File: config.mk
export PLATFORM = sky130hd
export DESIGN_NAME = thread_issue_sel
export DESIGN_NICKNAME = d
export VERILOG_FILES = /design/src/rtl/thr_sel_pkg.sv /design/src/rtl/rr_pick.sv /design/src/rtl/refill_timer.sv /design/src/rtl/thread_issue_sel.sv
export SDC_FILE = /design/constraint.sdc
export NUM_CORES = 1
export LEC_CHECK = 0
export CORE_MARGIN = 4
export CORE_UTILIZATION = 48
export DETAILED_ROUTE_END_ITERATION = 6
export PLACE_DENSITY = 0.77
export SLEW_MARGIN = 25
export SYNTH_ARGS = -nofsm -noshare
export SYNTH_HDL_FRONTEND = slang
export SYNTH_HIERARCHICAL = 1
export SYNTH_SLANG_ARGS = --single-unit
File: constraint.sdc
create_clock -name clk -period 2.4 [get_ports clk]
set_input_delay 0.48 -clock clk [delete_from_list [all_inputs] [get_ports clk]]
set_output_delay 0.48 -clock clk [all_outputs]
set_load 0.05 [all_outputs]
File: src/rtl/thr_sel_pkg.sv
package thr_sel_pkg;
  typedef enum logic {
    SEL_INTERLEAVE = 1'b0,
    SEL_ON_STALL   = 1'b1
  } sel_mode_e;
endpackage

File: src/rtl/rr_pick.sv
// Rotating first-set search: starting one past base, wrapping around.
module rr_pick #(
  parameter int N    = 4,
  localparam int TW  = (N > 1) ? $clog2(N) : 1
) (
  input  logic [N-1:0]  req,
  input  logic [TW-1:0] base,
  output logic          found,
  output logic [TW-1:0] pick
);
  always_comb begin
    found = 1'b0;
    pick  = base;
    for (int k = 1; k <= N; k++) begin
      int slot;
      slot = int'(base) + k;
      if (slot >= N) slot = slot - N;
      if (!found && req[slot]) begin
        found = 1'b1;
        pick  = TW'(slot);
      end
    end
  end

  always_comb begin
    if (found) assert_pick_requested_R3: assert (req[pick]);
  end
endmodule

File: src/rtl/refill_timer.sv
// Counts the blank slots a freshly switched-in thread spends refilling.
module refill_timer #(
  parameter int DEPTH = 4,
  localparam int CW   = $clog2(DEPTH + 1)
) (
  input  logic clk,
  input  logic rst_n,
  input  logic clear,
  input  logic load,
  output logic busy
);
  logic [CW-1:0] cnt;

  always_ff @(posedge clk or negedge rst_n) begin
    if (!rst_n)      cnt <= '0;
    else if (clear)  cnt <= '0;
    else if (load)   cnt <= CW'(DEPTH);
    else if (busy)   cnt <= cnt - 1'b1;
  end

  assign busy = (cnt != '0);

  assert_count_bound_R10: assert property (@(posedge clk) disable iff (!rst_n)
    cnt <= CW'(DEPTH));
  assert_load_idle_R12: assert property (@(posedge clk) disable iff (!rst_n)
    load |-> !busy);
endmodule

File: src/rtl/thread_issue_sel.sv
module thread_issue_sel
  import thr_sel_pkg::*;
#(
  parameter int NUM_THREADS   = 4,
  parameter int REFILL_CYCLES = 4,
  localparam int TID_W        = (NUM_THREADS > 1) ? $clog2(NUM_THREADS) : 1
) (
  input  logic                   clk,
  input  logic                   rst_n,
  input  logic                   mode_sel,
  input  logic [NUM_THREADS-1:0] thread_ready,
  input  logic [NUM_THREADS-1:0] long_stall,
  output logic                   issue_valid,
  output logic [TID_W-1:0]       issue_tid,
  output logic                   flush_req
);
  sel_mode_e              mode;
  logic [TID_W-1:0]       cur_tid, nxt_tid;
  logic [NUM_THREADS-1:0] cur_onehot, others_ready;
  logic                   rr_found, sw_found, refilling, start_refill;
  logic [TID_W-1:0]       rr_tid, sw_tid;

  assign mode = sel_mode_e'(mode_sel);

  generate
    for (genvar g = 0; g < NUM_THREADS; g++) begin : g_mask
      assign cur_onehot[g] = (cur_tid == TID_W'(g));
    end
  endgenerate
  assign others_ready = thread_ready & ~cur_onehot;

  // Interleaved grant: any ready thread, the last granted one coming last.
  rr_pick #(.N(NUM_THREADS)) u_rr (
    .req(thread_ready), .base(cur_tid), .found(rr_found), .pick(rr_tid));

  // Successor after a costly stall: never the stalled thread itself.
  rr_pick #(.N(NUM_THREADS)) u_sw (
    .req(others_ready), .base(cur_tid), .found(sw_found), .pick(sw_tid));

  refill_timer #(.DEPTH(REFILL_CYCLES)) u_refill (
    .clk(clk), .rst_n(rst_n), .clear(mode == SEL_INTERLEAVE),
    .load(start_refill), .busy(refilling));

  always_comb begin
    issue_valid  = 1'b0;
    issue_tid    = cur_tid;
    flush_req    = 1'b0;
    start_refill = 1'b0;
    nxt_tid      = cur_tid;
    if (mode == SEL_INTERLEAVE) begin
      issue_valid = rr_found;
      if (rr_found) begin
        issue_tid = rr_tid;
        nxt_tid   = rr_tid;
      end
    end else if (refilling) begin
      issue_valid = 1'b0;
    end else if (long_stall[cur_tid]) begin
      if (sw_found) begin
        flush_req    = 1'b1;
        start_refill = 1'b1;
        nxt_tid      = sw_tid;
      end
    end else begin
      issue_valid = thread_ready[cur_tid];
    end
  end

  always_ff @(posedge clk or negedge rst_n) begin
    if (!rst_n) cur_tid <= TID_W'(NUM_THREADS - 1);
    else        cur_tid <= nxt_tid;
  end

  logic past_ok;
  always_ff @(posedge clk or negedge rst_n) begin
    if (!rst_n) past_ok <= 1'b0;
    else        past_ok <= 1'b1;
  end

  assert_idle_none_ready_R5: assert property (@(posedge clk) disable iff (!rst_n)
    !(|thread_ready) |-> !issue_valid);
  assert_grant_is_ready_R3: assert property (@(posedge clk) disable iff (!rst_n)
    issue_valid |-> thread_ready[issue_tid]);
  assert_no_flush_interleave_R6: assert property (@(posedge clk) disable iff (!rst_n)
    (mode == SEL_INTERLEAVE) |-> !flush_req);
  assert_switch_target_R9: assert property (@(posedge clk) disable iff (!rst_n)
    flush_req |-> (!issue_valid && thread_ready[sw_tid] && sw_tid != issue_tid));
  assert_refill_blank_R10: assert property (@(posedge clk) disable iff (!rst_n)
    flush_req ##1 (mode == SEL_ON_STALL) |-> (!issue_valid && !flush_req));
  assert_hold_thread_R7: assert property (@(posedge clk) disable iff (!rst_n)
    (past_ok && mode == SEL_ON_STALL && $past(mode == SEL_ON_STALL) && !$past(flush_req))
      |-> $stable(issue_tid));
endmodule

==> flow_summary_export.csv <==
group,metric,value,unit
outcome,outcome,"complete, no violations",
synthesis,async_flop_share,100,%
clock_network,htreeDepth,1,
worst_hold_path,min_path_type,"input port to asynchronous set/reset pin",
timing,relSlewSlack,75.8,%
routing,ant_nets,0,
worst_setup_path,cp_max_fo,6,
timing,layout_worst_path_cycle_share,97.9,%
finish,multiInputGateArea,519,um^2
worst_setup_path,critPathMaxStageDelay,0.59,ns
finish,fillers,51,
routing,first_pass_iters,4,
power_and_ir_drop,vdd_ir_drop_max,0.883,mV
routing,viasPerCell,5.98,
clock_network,clockRootBuffer,"clkbuf_4",
synthesis,synth-edff-count,0,
timing,holdWs,0.460,ns
clock_network,cts_tree,"done",
timing,worst_slack,0.0513,ns
floorplan,die_w,44.7,um
synthesis,synth_area,648,um^2
place,place.gp.congestion,0.865,
floorplan,io_pins,15,
place,dp_hpwl,1500,um
routing,drc_errors,0,
synthesis,avgSynthCellArea,8.10,um^2
worst_setup_path,cp-end-kind,"output port",
timing,fin_worst_skew,0.00133,ns
worst_setup_path,cp.required,1.92,ns
synthesis,netlist_instances,80,
place,io_buffers,14,
worst_setup_path,critPathTopFamily,"simple AND/OR/NAND/NOR gates",
clock_network,cts_hold_buf,0,
floorplan,fp-row-count,12,
place,dpl_worst_slack,-0.172,ns
timing,worst_slew_pin_slew,0.361,ns
timing,slew_violations,0,
grt,overflow,0,
clock_network,clk_pin_slew_worst_paths,0.04,ns
timing,finalCriticalPeriod,2.35,ns
finish,drive_gt1_share,41.5,%
clock_network,cts.sink_count,5,
routing,wl,2350,um
power_and_ir_drop,power_density,1310,nW/um^2
power_and_ir_drop,total_leakage_power,0.524,nW
worst_setup_path,path_buf_inv,2,
routing,vias,790,
synthesis,yosysUniqueCellTypes,33,
synthesis,ys_top_cells_by_area,"dfrtp_1, dfstp_2, inv_1",
routing,wl_per_cell,17.8,um
finish,seq_area,128,um^2
clock_network,cts_made_buffers,3,
finish,final_nets,132,
finish,synthToLayoutAreaGrowth,65.4,%
worst_setup_path,crit_slowest_cell,"dfstp_2",
synthesis,syn_nets,93,
floorplan,core_area,1190,um^2
synthesis,ys_seq_elements,5,
timing,fmax,426,MHz
synthesis,synth_flop_cell,"dfrtp_1",
synthesis,ys_seq_area_share,19.7,%
synthesis,yosys_warnings,6,
grt,grt_pass1_wl,3710,um
timing,hold_viol_final,0,
worst_setup_path,cp.arrival,1.87,ns
finish,diodes,0,
worst_setup_path,crit_type,"register to output port",
clock_network,worstSkewPairLatency,0.23,ns
grt,antenna_found_initial,0,
timing,final-setup-viol-count,0,
grt,grt_max_degree,11,
floorplan,initial_utilization,54.6,%
run,maxCapViolations,0,
worst_setup_path,cp_cell_sequence,"buf_6 > a21boi_2 > or4_4 > nor4b_4 > buf_12",
clock_network,ctsLongestPathBuffers,2,
routing,drt_iter0_drc,21,
worst_setup_path,startpoint_type,"register",
floorplan,die-height,44.7,um
synthesis,synth_top_cell_by_area,"dfrtp_1",
grt,grt_pass1_vias,833,
synthesis,synth_top_area_share,11.6,%
floorplan,die-area,2000,um^2
grt,grt_use_total,24.8,%
[path summary, 6_finish.rpt]
kind,cells past startpoint,endpoint,slack [ns],from
min,1,u_refill/cnt[2]$_DFFE_PN0P_,0.46,rst_n
max in group asynchronous,1,cur_tid[0]$_DFFE_PN1P_,1.69,rst_n
min reg2reg,2,u_refill/cnt[1]$_DFFE_PN0P_,0.64,u_refill/cnt[1]$_DFFE_PN0P_
min in group clk,2,u_refill/cnt[1]$_DFFE_PN0P_,0.64,u_refill/cnt[1]$_DFFE_PN0P_
max reg2reg,7,u_refill/cnt[2]$_DFFE_PN0P_,0.23,cur_tid[1]$_DFFE_PN1P_
max,5,flush_req,0.05,cur_tid[1]$_DFFE_PN1P_
[placed cells by master (no fill, tap or decap), types with 2 or more instances in the layout]
cell,count
buf_4,19
inv_1,11
nand2_1,6
clkdlybuf4s50_1,6
mux2i_1,4
a21oi_1,4
dlygate4sd2_1,4
nor2_1,4
a31oi_1,3
clkbuf_4,3
buf_6,3
buf_12,3
nor3_1,3
nor2b_1,3
dfrtp_1,3
a21boi_2,2
o21ai_2,2
o211a_1,2
dfstp_2,2
ha_1,2
o22ai_1,2
a221o_1,2
nand2b_1,2
or4_4,2
[cell usage after synthesis, types with 2 or more instances]
library cell,n
inv_1,12
nand2_1,6
a21oi_1,5
mux2i_1,4
nor2_1,4
nor2b_1,4
o21ai_0,4
a21boi_0,3
a31oi_1,3
dfrtp_1,3
nor3_1,3
a221o_1,2
dfstp_2,2
ha_1,2
nand2b_1,2
o211a_1,2
o22ai_1,2
or4_1,2
[routing by layer]
layer	share of wire [%]	global-route usage, %	vias to the layer above
li1	-	-	367
met1	42	30.1	379
met2	49	42.1	38
met3	7.1	5.18	6
met4	1.7	10.2	0
met5	0	0	-
[worst reg2reg max path, stage by stage, from the launching register on]
cell and delay, ns:
dfstp_2 0.59, buf_6 0.12, a21boi_2 0.06, or4_4 0.55, nor4b_4 0.16, buf_4 0.16
a211oi_1 0.31, nor2_1 0.10
[area by class of cell]
type | count | area share (%)
sequential | 5 | 11.9
inverter | 12 | 4.20
clock buffer | 4 | 2.45
tap | 14 | 1.63
multi-input combinational | 61 | 48.4
timing repair buffer | 36 | 31.4
[kinds of logic after synthesis]
logic type	Yosys count	synth area share [%]
AOI/OAI and AO/OA	26	29.9
and+or+nand+nor	26	23.7
buffers and inverters	14	9.46
muxes	6	12.0
DFF	5	19.7
adders and majority gates	2	3.86
xor gates and xnor gates	1	1.35
[registers in the layout, indices dropped and copies added (netlist names)]
name	flops
cur_tid	2
u_refill/cnt	3
[what timing repair did]
item,CTS,global route
endpoints found under the setup margin,4,4
buffers inserted,1,4
pin swaps,1,3
cloned,0,1
gates resized for setup,13,9
[power breakdown]
group | switching, mW | leakage, nW | internal [mW]
registers | 0.0646 | 0.0604 | 0.137
logic | 0.580 | 0.448 | 0.530
clock network | 0.0312 | 0.0150 | 0.0626
[per-stage QoR]
stage	power [mW]	cell area (um^2)	std cells	utilization (%)	setup TNS, ns
CTS	1.26	1010	127	85.2	0
global route	1.49	1070	132	90.4	-0.0121
global placement	1.07	952	122	80.3	-0.443
floorplan	0.798	663	80	-	-0.143
finish	1.41	1070	132	90.4	0
detailed placement	1.11	952	122	80.3	-0.627
Note: power is estimated with default switching activity, not from simulation.
